--- src/rtl/gpio_irq_pkg.sv ---
package gpio_irq_pkg;
  localparam int ADDR_W = 8;

  typedef enum logic [2:0] {
    FLD_STAT, FLD_EN, FLD_TYPE, FLD_LVL, FLD_HOLD, FLD_FALL, FLD_RISE, FLD_NONE
  } fld_e;

  typedef struct packed {
    fld_e fld;
    logic hi;
  } sel_t;

  function automatic sel_t decode_addr(input logic [ADDR_W-1:0] a);
    sel_t s;
    s.hi = a[1];
    case (a)
      8'h08, 8'h0A: s.fld = FLD_STAT;
      8'h0C, 8'h0E: s.fld = FLD_EN;
      8'h10, 8'h12: s.fld = FLD_TYPE;
      8'h14, 8'h16: s.fld = FLD_LVL;
      8'h18, 8'h1A: s.fld = FLD_HOLD;
      8'h20, 8'h22: s.fld = FLD_FALL;
      8'h24, 8'h26: s.fld = FLD_RISE;
      default:      s.fld = FLD_NONE;
    endcase
    return s;
  endfunction
endpackage

--- src/rtl/gpio_irq_sync.sv ---
module gpio_irq_sync #(
  parameter int WIDTH = 32
) (
  input  logic             clk,
  input  logic             rst_n,
  input  logic [WIDTH-1:0] raw_i,
  output logic [WIDTH-1:0] sync_o
);
  logic [WIDTH-1:0] meta_q;

  always_ff @(posedge clk or negedge rst_n) begin
    if (!rst_n) begin
      meta_q <= '0;
      sync_o <= '0;
    end else begin
      meta_q <= raw_i;
      sync_o <= meta_q;
    end
  end
endmodule

--- src/rtl/gpio_irq_regs.sv ---
module gpio_irq_regs
  import gpio_irq_pkg::*;
#(
  parameter int REG_W = 16,
  localparam int NPIN = 2 * REG_W
) (
  input  logic              clk,
  input  logic              rst_n,
  input  logic              wr_en_i,
  input  logic [ADDR_W-1:0] wr_addr_i,
  input  logic [REG_W-1:0]  wr_data_i,
  input  logic [ADDR_W-1:0] rd_addr_i,
  output logic [REG_W-1:0]  rd_data_o,
  input  logic [NPIN-1:0]   status_i,
  output logic [NPIN-1:0]   clr_o,
  output logic [NPIN-1:0]   en_o,
  output logic [NPIN-1:0]   typ_o,
  output logic [NPIN-1:0]   lvl_o,
  output logic [NPIN-1:0]   hold_o,
  output logic [NPIN-1:0]   fall_o,
  output logic [NPIN-1:0]   rise_o
);
  localparam int NCFG = 6;

  logic [NPIN-1:0] cfg_q [NCFG];
  sel_t            wsel, rsel;

  assign wsel = decode_addr(wr_addr_i);
  assign rsel = decode_addr(rd_addr_i);

  always_ff @(posedge clk or negedge rst_n) begin
    if (!rst_n) begin
      for (int i = 0; i < NCFG; i++) cfg_q[i] <= '0;
    end else if (wr_en_i && wsel.fld != FLD_NONE && wsel.fld != FLD_STAT) begin
      cfg_q[int'(wsel.fld) - 1][int'(wsel.hi) * REG_W +: REG_W] <= wr_data_i;
    end
  end

  always_comb begin
    clr_o = '0;
    if (wr_en_i && wsel.fld == FLD_STAT)
      clr_o[int'(wsel.hi) * REG_W +: REG_W] = wr_data_i;
  end

  always_comb begin
    rd_data_o = '0;
    if (rsel.fld == FLD_STAT)
      rd_data_o = status_i[int'(rsel.hi) * REG_W +: REG_W];
    else if (rsel.fld != FLD_NONE)
      rd_data_o = cfg_q[int'(rsel.fld) - 1][int'(rsel.hi) * REG_W +: REG_W];
  end

  assign en_o   = cfg_q[0];
  assign typ_o  = cfg_q[1];
  assign lvl_o  = cfg_q[2];
  assign hold_o = cfg_q[3];
  assign fall_o = cfg_q[4];
  assign rise_o = cfg_q[5];

  AST_UNMAPPED_ZERO: assert property (@(posedge clk) disable iff (!rst_n)
    rsel.fld == FLD_NONE |-> rd_data_o == '0);
  AST_CFG_STABLE: assert property (@(posedge clk) disable iff (!rst_n)
    !wr_en_i |=> $stable(typ_o) && $stable(en_o));
endmodule

--- src/rtl/gpio_irq_cell.sv ---
module gpio_irq_cell (
  input  logic clk,
  input  logic rst_n,
  input  logic pin_s,
  input  logic typ,
  input  logic act_hi,
  input  logic hold,
  input  logic fall_en,
  input  logic rise_en,
  input  logic clr,
  output logic status_o
);
  logic prev_q, lvl_hit, edge_hit, det;

  assign lvl_hit  = act_hi ? pin_s : ~pin_s;
  assign edge_hit = (rise_en & pin_s & ~prev_q) | (fall_en & ~pin_s & prev_q);
  assign det      = typ ? edge_hit : lvl_hit;

  always_ff @(posedge clk or negedge rst_n) begin
    if (!rst_n) begin
      prev_q   <= 1'b0;
      status_o <= 1'b0;
    end else begin
      prev_q   <= pin_s;
      status_o <= hold ? ((status_o & ~clr) | det) : det;
    end
  end

  AST_HOLD_STICKY: assert property (@(posedge clk) disable iff (!rst_n)
    hold && status_o && !clr |=> status_o);
  AST_THROUGH_TRACKS: assert property (@(posedge clk) disable iff (!rst_n)
    !hold |=> status_o == $past(det));
  AST_EDGE_NEEDS_CHANGE: assert property (@(posedge clk) disable iff (!rst_n)
    typ && !hold && $stable(pin_s) |=> !status_o);
endmodule

--- src/rtl/gpio_irq_prio.sv ---
module gpio_irq_prio #(
  parameter int NPIN = 32,
  localparam int ID_W = $clog2(NPIN)
) (
  input  logic            clk,
  input  logic            rst_n,
  input  logic [NPIN-1:0] pend_i,
  output logic [ID_W-1:0] id_o,
  output logic            valid_o
);
  always_comb begin
    id_o    = '0;
    valid_o = 1'b0;
    for (int i = NPIN - 1; i >= 0; i--) begin
      if (pend_i[i]) begin
        id_o    = ID_W'(i);
        valid_o = 1'b1;
      end
    end
  end

  AST_ID_IS_PENDING: assert property (@(posedge clk) disable iff (!rst_n)
    valid_o |-> pend_i[id_o]);
  AST_ID_IS_LOWEST: assert property (@(posedge clk) disable iff (!rst_n)
    valid_o |-> (pend_i & ((NPIN'(1) << id_o) - NPIN'(1))) == '0);
  AST_NONE_PENDING: assert property (@(posedge clk) disable iff (!rst_n)
    !valid_o |-> pend_i == '0);
endmodule

--- src/rtl/gpio_irq_unit.sv ---
module gpio_irq_unit
  import gpio_irq_pkg::*;
#(
  parameter int REG_W = 16,
  localparam int NPIN = 2 * REG_W,
  localparam int ID_W = $clog2(NPIN)
) (
  input  logic              clk,
  input  logic              rst_n,
  input  logic [NPIN-1:0]   pin_i,
  input  logic              wr_en_i,
  input  logic [ADDR_W-1:0] wr_addr_i,
  input  logic [REG_W-1:0]  wr_data_i,
  input  logic [ADDR_W-1:0] rd_addr_i,
  output logic [REG_W-1:0]  rd_data_o,
  input  logic              claim_i,
  output logic              irq_o,
  output logic [ID_W-1:0]   irq_id_o,
  output logic              irq_valid_o,
  output logic              spurious_o
);
  logic [NPIN-1:0] pin_s, status, clr, en, typ, lvl, hold, fall, rise, pend;

  gpio_irq_sync #(.WIDTH(NPIN)) u_sync (
    .clk(clk), .rst_n(rst_n), .raw_i(pin_i), .sync_o(pin_s)
  );

  gpio_irq_regs #(.REG_W(REG_W)) u_regs (
    .clk(clk), .rst_n(rst_n),
    .wr_en_i(wr_en_i), .wr_addr_i(wr_addr_i), .wr_data_i(wr_data_i),
    .rd_addr_i(rd_addr_i), .rd_data_o(rd_data_o),
    .status_i(status), .clr_o(clr),
    .en_o(en), .typ_o(typ), .lvl_o(lvl), .hold_o(hold), .fall_o(fall), .rise_o(rise)
  );

  for (genvar p = 0; p < NPIN; p++) begin : g_cell
    gpio_irq_cell u_cell (
      .clk(clk), .rst_n(rst_n), .pin_s(pin_s[p]),
      .typ(typ[p]), .act_hi(lvl[p]), .hold(hold[p]),
      .fall_en(fall[p]), .rise_en(rise[p]), .clr(clr[p]),
      .status_o(status[p])
    );
  end

  assign pend  = status & en;
  assign irq_o = |pend;

  gpio_irq_prio #(.NPIN(NPIN)) u_prio (
    .clk(clk), .rst_n(rst_n), .pend_i(pend), .id_o(irq_id_o), .valid_o(irq_valid_o)
  );

  assign spurious_o = claim_i & ~irq_valid_o;

  AST_IRQ_MATCHES_VALID: assert property (@(posedge clk) disable iff (!rst_n)
    irq_o == irq_valid_o);
  AST_SPURIOUS_IDLE: assert property (@(posedge clk) disable iff (!rst_n)
    spurious_o |-> !irq_o && claim_i);
endmodule

--- config.mk ---
export PLATFORM = sky130hd
export DESIGN_NAME = gpio_irq_unit
export DESIGN_NICKNAME = d
export VERILOG_FILES = /design/src/rtl/gpio_irq_pkg.sv /design/src/rtl/gpio_irq_sync.sv /design/src/rtl/gpio_irq_regs.sv /design/src/rtl/gpio_irq_cell.sv /design/src/rtl/gpio_irq_prio.sv /design/src/rtl/gpio_irq_unit.sv
export SDC_FILE = /design/constraint.sdc
export NUM_CORES = 1
export LEC_CHECK = 0
export BUFFER_PORTS_ARGS = -buffer_cell sky130_fd_sc_hd__buf_2
export CAP_MARGIN = 25
export CORE_ASPECT_RATIO = 0.6
export CORE_MARGIN = 1.5
export CORE_UTILIZATION = 65
export DETAILED_ROUTE_END_ITERATION = 12
export PLACE_DENSITY = 0.84
export SYNTH_ARGS = -nofsm -noshare
export SYNTH_HDL_FRONTEND = slang
export SYNTH_SLANG_ARGS = --single-unit
--- constraint.sdc ---
create_clock -name clk -period 12.3 [get_ports clk]
set_input_delay 1.845 -clock clk [delete_from_list [all_inputs] [get_ports clk]]
set_output_delay 1.845 -clock clk [all_outputs]
set_load 0.005 [all_outputs]
Word-level counts from Yosys, hierarchy flattened
Memories as Yosys holds them, arrays and structs flattened.
Index checks and enable logic that the tools add are counted.
{"block": "word_totals", "mem_bits_ro": 384, "register_bits": 320, "in_bits": 68, "n_memories": 2}
{"block": "op_classes", "n_bitwise": 326, "n_eq_ne": 2, "magnitude_cmp": 3, "n_shift": 4, "add_sub_neg": 3, "muxes": 171, "reduce_logical": 10}
{"name": "(no name shown)", "depth": 64, "word_bits": 3, "rd": 1, "rd_ports_with_merged_regs": 0, "wr": 0, "line": "gpio_irq_pkg.sv:16", "source": "case (a)"}
{"name": "(no name shown)", "depth": 64, "word_bits": 3, "rd": 1, "rd_ports_with_merged_regs": 0, "wr": 0, "line": "gpio_irq_pkg.sv:16"}
{"operator": "192-bit bitwise mux", "count": 1}
{"operator": "1-bit AND", "count": 161}
{"operator": "5-bit two-way mux", "count": 32}
{"operator": "1-bit two-way mux", "count": 128}
{"operator": "32-bit two-way mux", "count": 4}
{"operator": "1-bit NOT", "count": 97}
{"operator": "32-bit binary-select mux with 3-bit select", "count": 1}
{"operator": "32-bit demux with 3-bit select", "count": 1}
{"operator": "32-bit AND", "count": 2}
{"operator": "32-bit by 4-bit >= comparator with 1-bit output (second input constant)", "count": 2}
{"operator": "32-bit NOT", "count": 2}
{"operator": "1-bit bitwise OR", "count": 64}
{"operator": "32-bit by 6-bit indexed part select with 16-bit output", "count": 2}
{"operator": "5-bit negation with 33-bit output", "count": 1}
{"operator": "16-bit by 33-bit variable shift with 32-bit output (first input constant)", "count": 1}
{"operator": "16-bit by 33-bit indexed part select with 32-bit output", "count": 1}
{"operator": "32-bit by 1-bit less-than comparator with 1-bit output (second input constant)", "count": 1}
{"operator": "16-bit two-way mux", "count": 2}
{"operator": "32-bit OR reduction", "count": 1}
{"operator": "3-bit by 1-bit subtractor with 4-bit output (second input constant)", "count": 2}
{"operator": "3-bit zero test", "count": 2}
{"operator": "3-bit two-way mux", "count": 2}
{"operator": "3-bit inequality test (second input constant)", "count": 2}
{"operator": "1-bit logical AND", "count": 4}
{"operator": "other kinds (2)", "count": 3}

Logic depth before layout (Yosys ltp)
Gate-level depths: netlist (run 1).
{"block": "logic_depth", "word_depth": 35, "mapped_depth": 15}

By module
From an unflattened synthesis (run 1), not the netlist that was laid out.
{"block": "hier_totals", "hier_cells": 1346, "area_unflattened_um2": 15742.6}
{"module": "gpio_irq_regs", "cells_each": 915, "instances": 1, "seq_area_each_um2": 4804.6, "area_per_inst_um2": 10343.7}
{"module": "gpio_irq_cell", "cells_each": 8, "instances": 32, "seq_area_each_um2": 50.0, "area_per_inst_um2": 97.6}
{"module": "gpio_irq_sync", "cells_each": 64, "instances": 1, "seq_area_each_um2": 1601.5, "area_per_inst_um2": 1601.5}
{"module": "gpio_irq_prio", "cells_each": 65, "instances": 1, "seq_area_each_um2": 0.0, "area_per_inst_um2": 370.4}
{"module": "gpio_irq_unit", "cells_each": 46, "instances": 1, "seq_area_each_um2": 0.0, "area_per_inst_um2": 304.0}

Least setup slack after synthesis (run 1)
No wires, ideal clock.
{"block": "synth_path", "path_kind": "input-to-output", "startpoint": "input rd_addr_i[5]", "endpoint": "output rd_data_o[10]", "setup_slack_ns": 5.700, "cell_stages": 14, "n_path_buf": 5, "t_required_ns": 10.455, "arrival_ns": 4.755, "path_cell_list": "clkbuf_1 clkbuf_1 clkbuf_1 mux2i_1 nor2_1 o21ai_0 ha_1 or2_2 clkbuf_1 clkbuf_1 a221o_1 a21oi_1 nor4_1 a221o_1"}
{"block": "synth_via", "elab_chain_cells": 10, "elab_cells_between_ends": 12}
{"element": "from (decl)", "line": "gpio_irq_unit.sv:14", "source": "input logic [ADDR_W-1:0] rd_addr_i,"}
{"element": "memory 64 x 3 bit (*)"}
{"element": "3-bit two-way mux (*)", "line": "gpio_irq_pkg.sv:16"}
{"element": "3-bit by 1-bit subtractor with 4-bit output", "line": "gpio_irq_regs.sv:50", "source": "rd_data_o = cfg_q[int'(rsel.fld) - 1][int'(rsel.hi) * REG_W +: REG_W];"}
{"element": "32-bit NOT (implied by the code)", "line": "gpio_irq_regs.sv:50"}
{"element": "32-bit binary-select mux with 3-bit select", "line": "gpio_irq_regs.sv:50"}
{"element": "32-bit two-way mux (implied by the code) (2 in series)", "line": "gpio_irq_regs.sv:50"}
{"element": "32-bit by 6-bit indexed part select with 16-bit output", "line": "gpio_irq_regs.sv:50"}
{"element": "16-bit two-way mux", "line": "gpio_irq_regs.sv:49", "source": "else if (rsel.fld != FLD_NONE)"}
{"element": "16-bit two-way mux (*)", "line": "gpio_irq_regs.sv:47", "source": "if (rsel.fld == FLD_STAT)"}
{"element": "to (decl)", "line": "gpio_irq_unit.sv:15", "source": "output logic [REG_W-1:0] rd_data_o,"}
Every way passes the cells marked *; elsewhere a longest branch is shown, timed or not. The select of a mux whose other input is x is not followed.

Final worst setup path (run 1)
{"block": "layout_path", "startpoint": "input rd_addr_i[5]", "endpoint": "output rd_data_o[5]"}
The elaborated chain is that of the path after synthesis.

==> out/metrics.csv, run 1 <==
stage,metric,value,unit
run_status,status,finished clean,
placement,portBuffers,91,
route,dr.pass1.iters,6,
logic_synthesis,ys_seq_elements,320,
clock_network,cts.sinks,320,
power_and_ir_drop,p_per_area,129,mW/mm²
route,wl_per_cell,25.5,µm
global_route,overflow,0,
logic_synthesis,avgSynthCellArea,11.0,µm²
logic_synthesis,ys_warn_count,0,
route,dr_total_vias,12800,
power_and_ir_drop,p_leak,7.75,nW
global_route,grt_antenna_before_repair,1,
floorplanning,initial_core_util,66.0,%
global_route,grt_max_degree,112,
setup_path,start_kind,primary input,
timing,slew_violations,0,
placement,place_ws,4.93,ns
route,ant_nets,0,
power_and_ir_drop,p_seq_share,51.8,%
timing,grt_setup_unrepaired,false,
finish,num_antenna_cells,0,
setup_path,arrival,5.65,ns
power_and_ir_drop,netSwitchingFraction,25.8,%
global_route,grt_pass1_vias,11900,
clock_network,numCtsBuffers,29,
setup_path,setup.worst_path.end_class,primary output,
floorplanning,io_pins,92,
power_and_ir_drop,power_frac_clock,38.5,%
setup_path,worstPathRequired,10.45,ns
finish,fin_cells,1829,
global_route,grt_pass1_wl,71700,µm
clock_network,cts_tree,built,
placement,gp_congestion,0.955,
clock_network,insertion_delay,0.56,ns
power_and_ir_drop,p_switching,0.586,mW
floorplanning,dieArea,0.0255,mm²
timing,fin_hold_ws,0.347,ns
placement,dpl.cell_count,1777,
placement,dp_hpwl,31800,µm
power_and_ir_drop,p_int,1.68,mW
route,drtIter0Drc,1745,
clock_network,cts.clk_slew.worst_paths,0.06,ns
floorplanning,row_count,44,
finish,fin_nets,1563,
floorplanning,core,0.0242,mm²
route,routed.top_layer,met4,
route,wl,46700,µm
route,wl_met2,18500,µm
logic_synthesis,yosys_most_used_dff,dfrtp_1,
finish,fin_util,72.5,%
timing,period_needed,7.49,ns
logic_synthesis,syn_nets,1522,
route,vias_per_cell,6.99,
global_route,grt_util_all_layers,37.1,%
timing,setup_slack,4.81,ns
logic_synthesis,syn-cell-area,0.0160,mm²
logic_synthesis,synth_cell_types,61,
clock_network,h-tree-depth,1,
power_and_ir_drop,p_comb_share,9.7,%
logic_synthesis,syn_inst,1448,
clock_network,root_buffer,clkbuf_16,
route,met3_length,7140,µm
floorplanning,die_h,124,µm
setup_path,cp_max_fo,87,
clock_network,post_cts_buffers,0,
route,wl_met1,20400,µm
finish,layout_common_cells,"dfrtp_1, nand2_1, mux2_2",
timing,slew_headroom,28.1,%
clock_network,cts_resized,0,
route,drc_errors,0,
timing,min_period_over_period,60.9,%
clock_network,cts_buffer_depth,3,
finish,drive_gt1_share,23.7,%
timing,skew,0.00957,ns
timing,max_freq,133,MHz
timing,hold_viol,0,
finish,layout_commonest_cell,dfrtp_1,
clock_network,postCtsHoldBufs,0,
logic_synthesis,seq_area_frac_synth,50.2,%
floorplanning,die_x,205,µm
power_and_ir_drop,worst_ir_drop_vdd,0.144,mV
timing,setup_viol,0,
timing,fin_tns_setup,0,ns
hold_path,hold_class,reg2reg,
flow_run,drv_cap,0,
logic_synthesis,synth-edff-count,0,
setup_path,criticalPathCategory,in2out,
logic_synthesis,async_flop_share,100,%
finish,synthToLayoutAreaGrowth,9.84,%
timing,worst_pin_slew,1.08,ns
==> power groups by stage <==
stage | Clock [mW] | Sequential [mW] | Combinational [mW]
final | 0.873 | 1.17 | 0.220
after global routing | 0.925 | 1.18 | 0.239
after CTS | 0.882 | 1.17 | 0.214
after detailed placement | 0 | 1.19 | 0.213
after global placement | 0 | 1.18 | 0.206
after floorplan | 0 | 1.16 | 0.139
==> worst max-delay path, cell delays in order <==
cell and delay [ns]:
buf_2 0.07, buf_4 0.77, nand4bb_1 0.27, a21oi_2 0.19
buf_4 0.37, inv_1 0.09, ha_1 0.37, inv_1 0.11
nand2_1 0.38, a221o_1 0.42, a21oi_1 0.19, nor4_1 0.09
a221o_1 0.30, buf_2 0.14
==> state kept, by name (all words and copies together) (netlist names) <==
name and count:
g_cell.u_cell.prev_q 32, g_cell.u_cell.status_o 32, u_regs.en_o 32, u_regs.fall_o 32, u_regs.hold_o 32, u_regs.lvl_o 32
u_regs.rise_o 32, u_regs.typ_o 32, u_sync.meta_q 32, u_sync.sync_o 32
==> through the flow <==
| step | cell area (µm²) | power (mW) |
|---|---|---|
| 4_1_cts | 17500 | 2.26 |
| 6_report | 17500 | 2.27 |
| 5_1_grt | 17500 | 2.34 |
| 3_5_place_dp | 16600 | 1.40 |
| 2_1_floorplan | 16000 | 1.30 |
| 3_3_place_gp | 16500 | 1.39 |
==> kinds of logic (layout without fill, tap and decap cells) <==
group                    Yosys count  after routing  share of synthesized area, %
AO/OA/AOI/OAI                    443            443                          20.8
AND/OR/NAND/NOR                  351            351                          10.6
flip-flops                       320            320                          50.2
multiplexers                     178            178                          12.9
buffers and inverters            116            175                          3.29
XOR/XNOR                          34             34                          1.87
adder cells (fa/ha/maj)            6              6                         0.470
==> path summary, 6_finish.rpt <==
kind	startpoint	end	slack, ns	depth (start not counted)
max in group asynchronous	rst_n	u_regs.typ_o[11]	8.85	3
hold reg to reg	u_sync.meta_q[8]	u_sync.sync_o[8]	0.35	0
setup reg to reg	u_sync.sync_o[5]	g_cell[5].u_cell.status_o	11.10	5
min in group asynchronous	rst_n	u_sync.sync_o[18]	1.31	1
hold / removal	u_sync.meta_q[8]	u_sync.sync_o[8]	0.35	0
setup / recovery	rd_addr_i[5]	rd_data_o[5]	4.81	14
==> area by class of cell <==
type                    count  area (µm²)
clock inverters            10        86.3
inverters                   9        33.8
clock buffers              39         813
fillers                  1653        6640
multi-input cells        1012        7460
repair buffers            117         728
well taps                 322         403
flip-flops and latches    320        8010
==> synthesized netlist by cell type, types with 18 or more instances <==
cell | count | area, µm²
xnor2_1 | 18 | 158
buf_2 | 30 | 150
a32o_1 | 35 | 350
nand2_1 | 216 | 811
a221o_1 | 65 | 651
mux2_4 | 20 | 300
o21ai_0 | 97 | 485
nand3b_1 | 30 | 225
mux2i_1 | 18 | 180
o211ai_1 | 34 | 255
dfrtp_1 | 320 | 8010
clkbuf_1 | 63 | 236
mux2_2 | 140 | 1580
and2_1 | 21 | 131
a21oi_1 | 71 | 355
a22o_1 | 66 | 578
a221oi_1 | 34 | 298
==> metal layers <==
layer	up-vias	global-route usage [%]
li1	5550	-
met1	6390	58.3
met2	790	47.8
met3	56	15.5
met4	0	6.18
met5	-	1.98
(Power assumes the default switching activity.)
==> run 2, diff against run 1 <==
ABC_AREA = 1   (was not set)
CORE_UTILIZATION = 61   (was 65)
PLACE_DENSITY = 0.8   (was 0.84)
clock period = 6.9 ns   (was 12.3 ns; I/O delays follow)
==> run 2 against run 1 <==
Effect of this change:
- cell count increased by 13%
- die area decreased by 3.5%
- clock-buffer cell count increased by 3
- critical path type unchanged
- routed wire length decreased by 14%
==> out/metrics.csv, run 2 <==
stage,metric,value,unit,change
floorplanning,dieArea,0.0246,mm²,-3.5%
timing,fin_tns_setup,0,ns,unchanged
logic_synthesis,yosys_most_used_dff,dfrtp_1,,
route,dr_total_vias,12300,,-3.5%
clock_network,insertion_delay,0.58,ns,+0.02 ns
timing,grt_setup_unrepaired,false,,
clock_network,post_cts_buffers,0,,unchanged
timing,slew_headroom,27.8,%,-0.26 points
setup_path,arrival,4.58,ns,-1.07 ns
logic_synthesis,synth_fa_ha_area_share,0.520,%,+0.050 points
route,drc_errors,0,,unchanged
clock_network,cts_buffer_depth,3,,unchanged
floorplanning,row_count,43,,-2.3%
floorplanning,die_h,122,µm,-1.8%
flow_run,drv_cap,0,,unchanged
setup_path,cp_max_fo,42,,-52%
clock_network,postCtsHoldBufs,0,,unchanged
run_status,status,finished clean,,
placement,portBuffers,91,,unchanged
floorplanning,die_x,202,µm,-1.8%
timing,min_period_over_period,81.4,%,
timing,hold_viol,0,,unchanged
timing,slew_violations,0,,unchanged
route,wl,40300,µm,-14%
clock_network,h-tree-depth,1,,unchanged
placement,dp_hpwl,26300,µm,-17%
finish,layout_common_cells,"nand2_1, o21ai_0, dfrtp_1",,
timing,skew,0.00948,ns,-0.0000963 ns
logic_synthesis,ys_top_cells_by_area,"dfrtp_1, o21ai_0, nand2_1, nor2_1, inv_1",,
logic_synthesis,yosys.area_share.simple,16.8,%,+6.2 points
clock_network,cts_resized,0,,unchanged
logic_synthesis,avgSynthCellArea,8.66,µm²,-21%
global_route,grt_pass1_vias,12000,,+0.70%
finish,drive_gt1_share,9.28,%,-14 points
power_and_ir_drop,total_power,3.72,mW,+64%
clock_network,numCtsBuffers,28,,-3.4%
floorplanning,initial_core_util,62.3,%,-3.8 points
power_and_ir_drop,p_leak,7.24,nW,-6.5%
floorplanning,io_pins,92,,unchanged
logic_synthesis,synthMuxAreaShare,1.66,%,-11 points
global_route,grt_pass1_wl,64100,µm,-11%
logic_synthesis,synthXorXnorAreaFrac,1.64,%,-0.23 points
logic_synthesis,yosys.area.top_type,dfrtp_1,,
route,drtIter0Drc,1374,,-21%
route,wl_per_cell,19.5,µm,-23%
hold_path,hold_class,reg2reg,,
logic_synthesis,synth_cell_types,42,,-31%
logic_synthesis,syn-cell-area,0.0144,mm²,-9.5%
logic_synthesis,synth-edff-count,0,,unchanged
logic_synthesis,syn_nets,1742,,+14%
timing,period_needed,5.62,ns,
finish,fin_nets,1801,,+15%
logic_synthesis,netlist_top_cells_count,"nand2_1, o21ai_0, dfrtp_1, nor2_1, inv_1",,
logic_synthesis,syn_inst,1668,,+15%
global_route,overflow,0,,unchanged
setup_path,worstPathRequired,5.86,ns,-4.59 ns
placement,dpl.cell_count,2010,,+13%
timing,setup_viol,0,,unchanged
route,ant_nets,0,,unchanged
logic_synthesis,synth_top_family_by_area,compound AO/OA/AOI/OAI gates,,
route,dr.pass1.iters,6,,unchanged
global_route,grt_util_all_layers,33.6,%,-3.5 points
setup_path,setup.worst_path.end_class,primary output,,
logic_synthesis,seq_area_frac_synth,55.5,%,+5.3 points
placement,place_ws,1.45,ns,-3.48 ns
floorplanning,core,0.0232,mm²,-4.1%
timing,setup_slack,1.28,ns,-3.53 ns
timing,worst_pin_slew,1.08,ns,+0.00391 ns
setup_path,start_kind,primary input,,
global_route,grt_max_degree,127,,+13%
finish,num_antenna_cells,0,,unchanged
finish,layout_commonest_cell,nand2_1,,
power_and_ir_drop,worst_ir_drop_vdd,0.226,mV,+57%
clock_network,cts.clk_slew.worst_paths,0.06,ns,about the same
logic_synthesis,async_flop_share,100,%,unchanged
placement,gp_congestion,0.931,,-2.5%
clock_network,cts_tree,built,,
logic_synthesis,yosysTopAreaCellShare,55.5,%,+5.3 points
finish,fin_cells,2061,,+13%
finish,nFillCells,1900,,+15%
finish,synthToLayoutAreaGrowth,11.6,%,
clock_network,cts.sinks,320,,unchanged
power_and_ir_drop,p_per_area,231,mW/mm²,+78%
logic_synthesis,yosysMostFrequentCell,nand2_1,,
global_route,grt_antenna_before_repair,0,,-1
logic_synthesis,ys_warn_count,0,,unchanged
setup_path,criticalPathCategory,in2out,,
route,vias_per_cell,5.99,,-14%
logic_synthesis,ys_seq_elements,320,,unchanged
clock_network,root_buffer,clkbuf_16,,
logic_synthesis,synth-compound-area-share,19.4,%,-1.4 points
finish,fin_util,69.5,%,-3.1 points
timing,max_freq,178,MHz,
run 2: cell count changes after synthesis, sizes merged, moves of 34 or more:
cell | previous run | this run
o21ai | 98 | 402
a221oi | 34 | 0
a22o | 66 | 0
nor2 | 16 | 124
mux2 | 160 | 0
a221o | 65 | 0
a32o | 36 | 1
inv | 8 | 83
nand2 | 216 | 417
run 2: logic make-up after synthesis:
| group | count (synthesis) |
|---|---|
| and+or+nand+nor | 599 |
| AOI/OAI and AO/OA | 525 |
| DFF | 320 |
| buffers and inverters | 167 |
| xor gates and xnor gates | 27 |
| muxes | 24 |
| adders and majority gates | 6 |
run 2: critical path, stage by stage:
cell       delay (ns)
buf_2            0.11
nor2_1           0.20
nand2_1          0.08
nor2_1           0.10
nand3_1          0.13
nand2_4          0.39
inv_2            0.10
ha_2             0.69
inv_1            0.18
nor2_1           0.83
a2bb2oi_1        0.15
o21ai_0          0.36
buf_2            0.19
run 2: stage by stage:
stage	hold WS [ns]	cell area, µm²
2_1_floorplan	0.331	14400
3_3_place_gp	0.333	15100
3_5_place_dp	0.335	15200
4_1_cts	0.349	16100
5_1_grt	0.355	16100
6_report	0.347	16100
run 2: where the power goes:
group          switching (mW)  internal [mW]  total (mW)  leakage, nW
Combinational           0.152         0.0684       0.220         2.66
Sequential             0.0419           1.93        1.97         4.17
Clock                   0.697          0.830        1.53        0.419
run 2: final cells by class:
type                       instances  area [µm²]  area share, %
sequential                       320        8010           49.7
multi-input combinational       1181        5780           35.9
clock buffer                      42         793           4.93
timing repair buffer             112         736           4.57
tap                              315         394           2.45
inverter                          84         315           1.96
clock inverter                     7        76.3          0.474
run 2: path summary, 6_finish.rpt:
| kind | start | end | slack [ns] | cells after the start |
|---|---|---|---|---|
| max | rd_addr_i[3] | rd_data_o[3] | 1.28 | 13 |
| min | u_sync.meta_q[3] | u_sync.sync_o[3] | 0.35 | 0 |
| max reg2reg | u_sync.sync_o[5] | g_cell[5].u_cell.status_o | 5.78 | 4 |
| min reg2reg | u_sync.meta_q[3] | u_sync.sync_o[3] | 0.35 | 0 |
| max in group asynchronous | rst_n | u_regs.hold_o[22] | 4.82 | 2 |
| min in group asynchronous | rst_n | u_sync.meta_q[2] | 0.52 | 1 |
run 2: metal layers:
metal  track usage (%)  vias to the layer above  part of all wire (%)
li1                  -                     5707                     -
met1              47.0                     5914                    42
met2              54.6                      618                    46
met3              5.14                      102                   9.1
met4              10.7                        0                   3.2
met5                 0                        -                     0
==> run 3, diff against run 2 <==
clock period = 5.7 ns   (was 6.9 ns; I/O delays follow)
==> run 3 against run 2 <==
Effect of this change:
- largest cell class unchanged
- core utilization up 0.58 points
- sequential cell count unchanged
- routed wire length down 1.1%
- sequential power up 21%
- critical path type unchanged
- critical path depth down 1
- worst hold slack worse by 0.029 ns
- via count up 0.69%
- combinational power up 23%
- final area up 0.84%
- clock skew up 0.0018 ns
==> out/metrics.csv, run 3 (synthesis gave the netlist of run 2 again) <==
stage,metric,value,unit,change
run_status,status,finished clean,,
setup_path,worstPathRequired,4.85,ns,-1.01 ns
hold_path,hold_class,in2async,,
setup_path,critPathSlowestCell,nor2_1,,
route,vias_per_cell,6.01,,+0.40%
route,dr_total_vias,12400,,+0.69%
flow_run,drv_cap,0,,unchanged
power_and_ir_drop,p_per_area,289,mW/mm²,+25%
setup_path,reg2reg_slack,4.57,ns,-1.21 ns
global_route,grt_pass1_vias,12000,,+0.059%
setup_path,start_kind,primary input,,
global_route,grt_util_all_layers,33.4,%,-0.20 points
timing,max_freq,212,MHz,
finish,synthToLayoutAreaGrowth,12.5,%,
setup_path,setup.worst_path.end_class,primary output,,
power_and_ir_drop,worst_ir_drop_vdd,0.261,mV,+16%
timing,setup_viol,0,,unchanged
setup_path,rr_endpoint,g_cell[17].u_cell.status_o,,
route,wl,39800,µm,-1.1%
clock_network,cts_buffer_depth,3,,unchanged
placement,dp_hpwl,26000,µm,-1.2%
finish,layout_commonest_cell,nand2_1,,
timing,grt_setup_unrepaired,false,,
setup_path,crit_chain,"buf_2, nor2_1, inv_1, nand4_1, nand2_4, ha_1, xnor2_1, inv_1, nor2_1, a2bb2oi_1, o21ai_0, buf_2",,
timing,min_period_over_period,82.6,%,
placement,portBuffers,91,,unchanged
setup_path,reg2reg_depth,4,,unchanged
route,wl_per_cell,19.3,µm,-1.4%
setup_path,criticalPathCategory,in2out,,
setup_path,slowest_delay,0.74,ns,-0.09 ns
clock_network,cts.sinks,320,,unchanged
floorplanning,core,0.0232,mm²,unchanged
route,ant_nets,0,,unchanged
global_route,grt_antenna_before_repair,0,,unchanged
clock_network,root_buffer,clkbuf_16,,
floorplanning,die_x,202,µm,unchanged
route,drtIter0Drc,1285,,-6.5%
timing,worst_pin_slew,1.05,ns,-0.0372 ns
finish,layout_common_cells,"nand2_1, o21ai_0, dfrtp_1",,
placement,placed_area,0.0152,mm²,about the same
clock_network,cts.clk_slew.worst_paths,0.06,ns,about the same
floorplanning,row_count,43,,unchanged
global_route,grt_pass1_wl,63600,µm,-0.76%
timing,skew,0.0112,ns,+0.00177 ns
clock_network,h-tree-depth,1,,unchanged
setup_path,arrival,3.85,ns,-0.73 ns
clock_network,post_cts_buffers,0,,unchanged
floorplanning,io_pins,92,,unchanged
setup_path,critical_path_buf_inv_count,4,,unchanged
finish,fin_nets,1806,,+0.28%
setup_path,crit_path_start,rd_addr_i[3],,
timing,fin_tns_setup,0,ns,unchanged
timing,period_needed,4.71,ns,
setup_path,cp_max_fo,11,,-74%
floorplanning,die_h,122,µm,unchanged
clock_network,numCtsBuffers,29,,+3.6%
global_route,grt_max_degree,156,,+23%
route,dr.pass1.iters,5,,-1
finish,drive_gt1_share,9.65,%,+0.37 points
timing,slew_violations,0,,unchanged
finish,design_area,0.0162,mm²,+0.84%
timing,slew_headroom,30.3,%,+2.5 points
setup_path,crit_family,simple AND/OR/NAND/NOR gates,,
power_and_ir_drop,p_leak,7.32,nW,+1.1%
setup_path,reg2reg_from,u_sync.sync_o[17],,
clock_network,postCtsHoldBufs,0,,unchanged
global_route,overflow,0,,unchanged
floorplanning,initial_core_util,62.3,%,unchanged
route,drc_errors,0,,unchanged
clock_network,insertion_delay,0.56,ns,-0.02 ns
timing,hold_viol,0,,unchanged
floorplanning,dieArea,0.0246,mm²,unchanged
finish,num_antenna_cells,0,,unchanged
clock_network,cts_resized,0,,unchanged
clock_network,cts_tree,built,,
placement,gp_congestion,0.920,,-1.2%
-- run 3: cell count changes in the layout (fill, tap and decap cells not counted) --
cell	before	now
clkinvlp_4	2	0
clkbuf_1	10	9
clkinv_2	3	1
buf_4	15	20
clkbuf_16	28	29
clkinv_8	1	0
bufinv_16	1	4
clkbuf_8	4	8
buf_16	5	4
-- run 3: routing by layer --
| layer | global-route usage (%) | up-vias | share of wire (%) |
|---|---|---|---|
| li1 | - | 5716 | - |
| met1 | 46.8 | 5972 | 42 |
| met2 | 52.2 | 621 | 46 |
| met3 | 5.83 | 117 | 8.9 |
| met4 | 13.8 | 0 | 3.8 |
| met5 | 0 | - | 0 |
-- run 3: power by group --
group          internal [mW]  switching (mW)
sequential              2.33          0.0488
clock                   1.22           0.832
combinational         0.0840           0.186
total                   3.63            1.07
-- run 3: how the worst max path moves through the flow --
stage | end | depth (start not counted)
floorplan | rd_data_o[8] | 16
finish | rd_data_o[3] | 12
CTS | rd_data_o[3] | 13
detailed placement | rd_data_o[3] | 12
global route | rd_data_o[3] | 13
global placement | rd_data_o[3] | 12
-- run 3: metrics by stage --
step                      hold WS, ns  utilization (%)  instances  worst slack (ns)  power (mW)
after floorplan                 0.331                -       1668              1.62        2.54
after global placement          0.332             65.3       2012              1.22        2.68
after detailed placement        0.335             65.5       2014              1.14        2.69
after CTS                       0.349             69.8       2065              1.12        4.73
after global routing            0.354             70.0       2067             0.870        4.86
final                           0.319             70.0       2067             0.994        4.70
-- run 3: area by class of cell --
type,instances,area (µm²)
Sequential cell,320,8010
Fill cell,1908,6950
Multi-Input combinational cell,1181,5780
Clock buffer,46,870
Timing Repair Buffer,116,746
Tap cell,315,394
Inverter,84,315
Clock inverter,5,125
-- run 3: worst register-to-register path, stage by stage (launching register included) --
cell,delay [ns]
dfrtp_1,0.42
nand2_1,0.09
inv_1,0.04
o31ai_1,0.28
o21ai_0,0.17
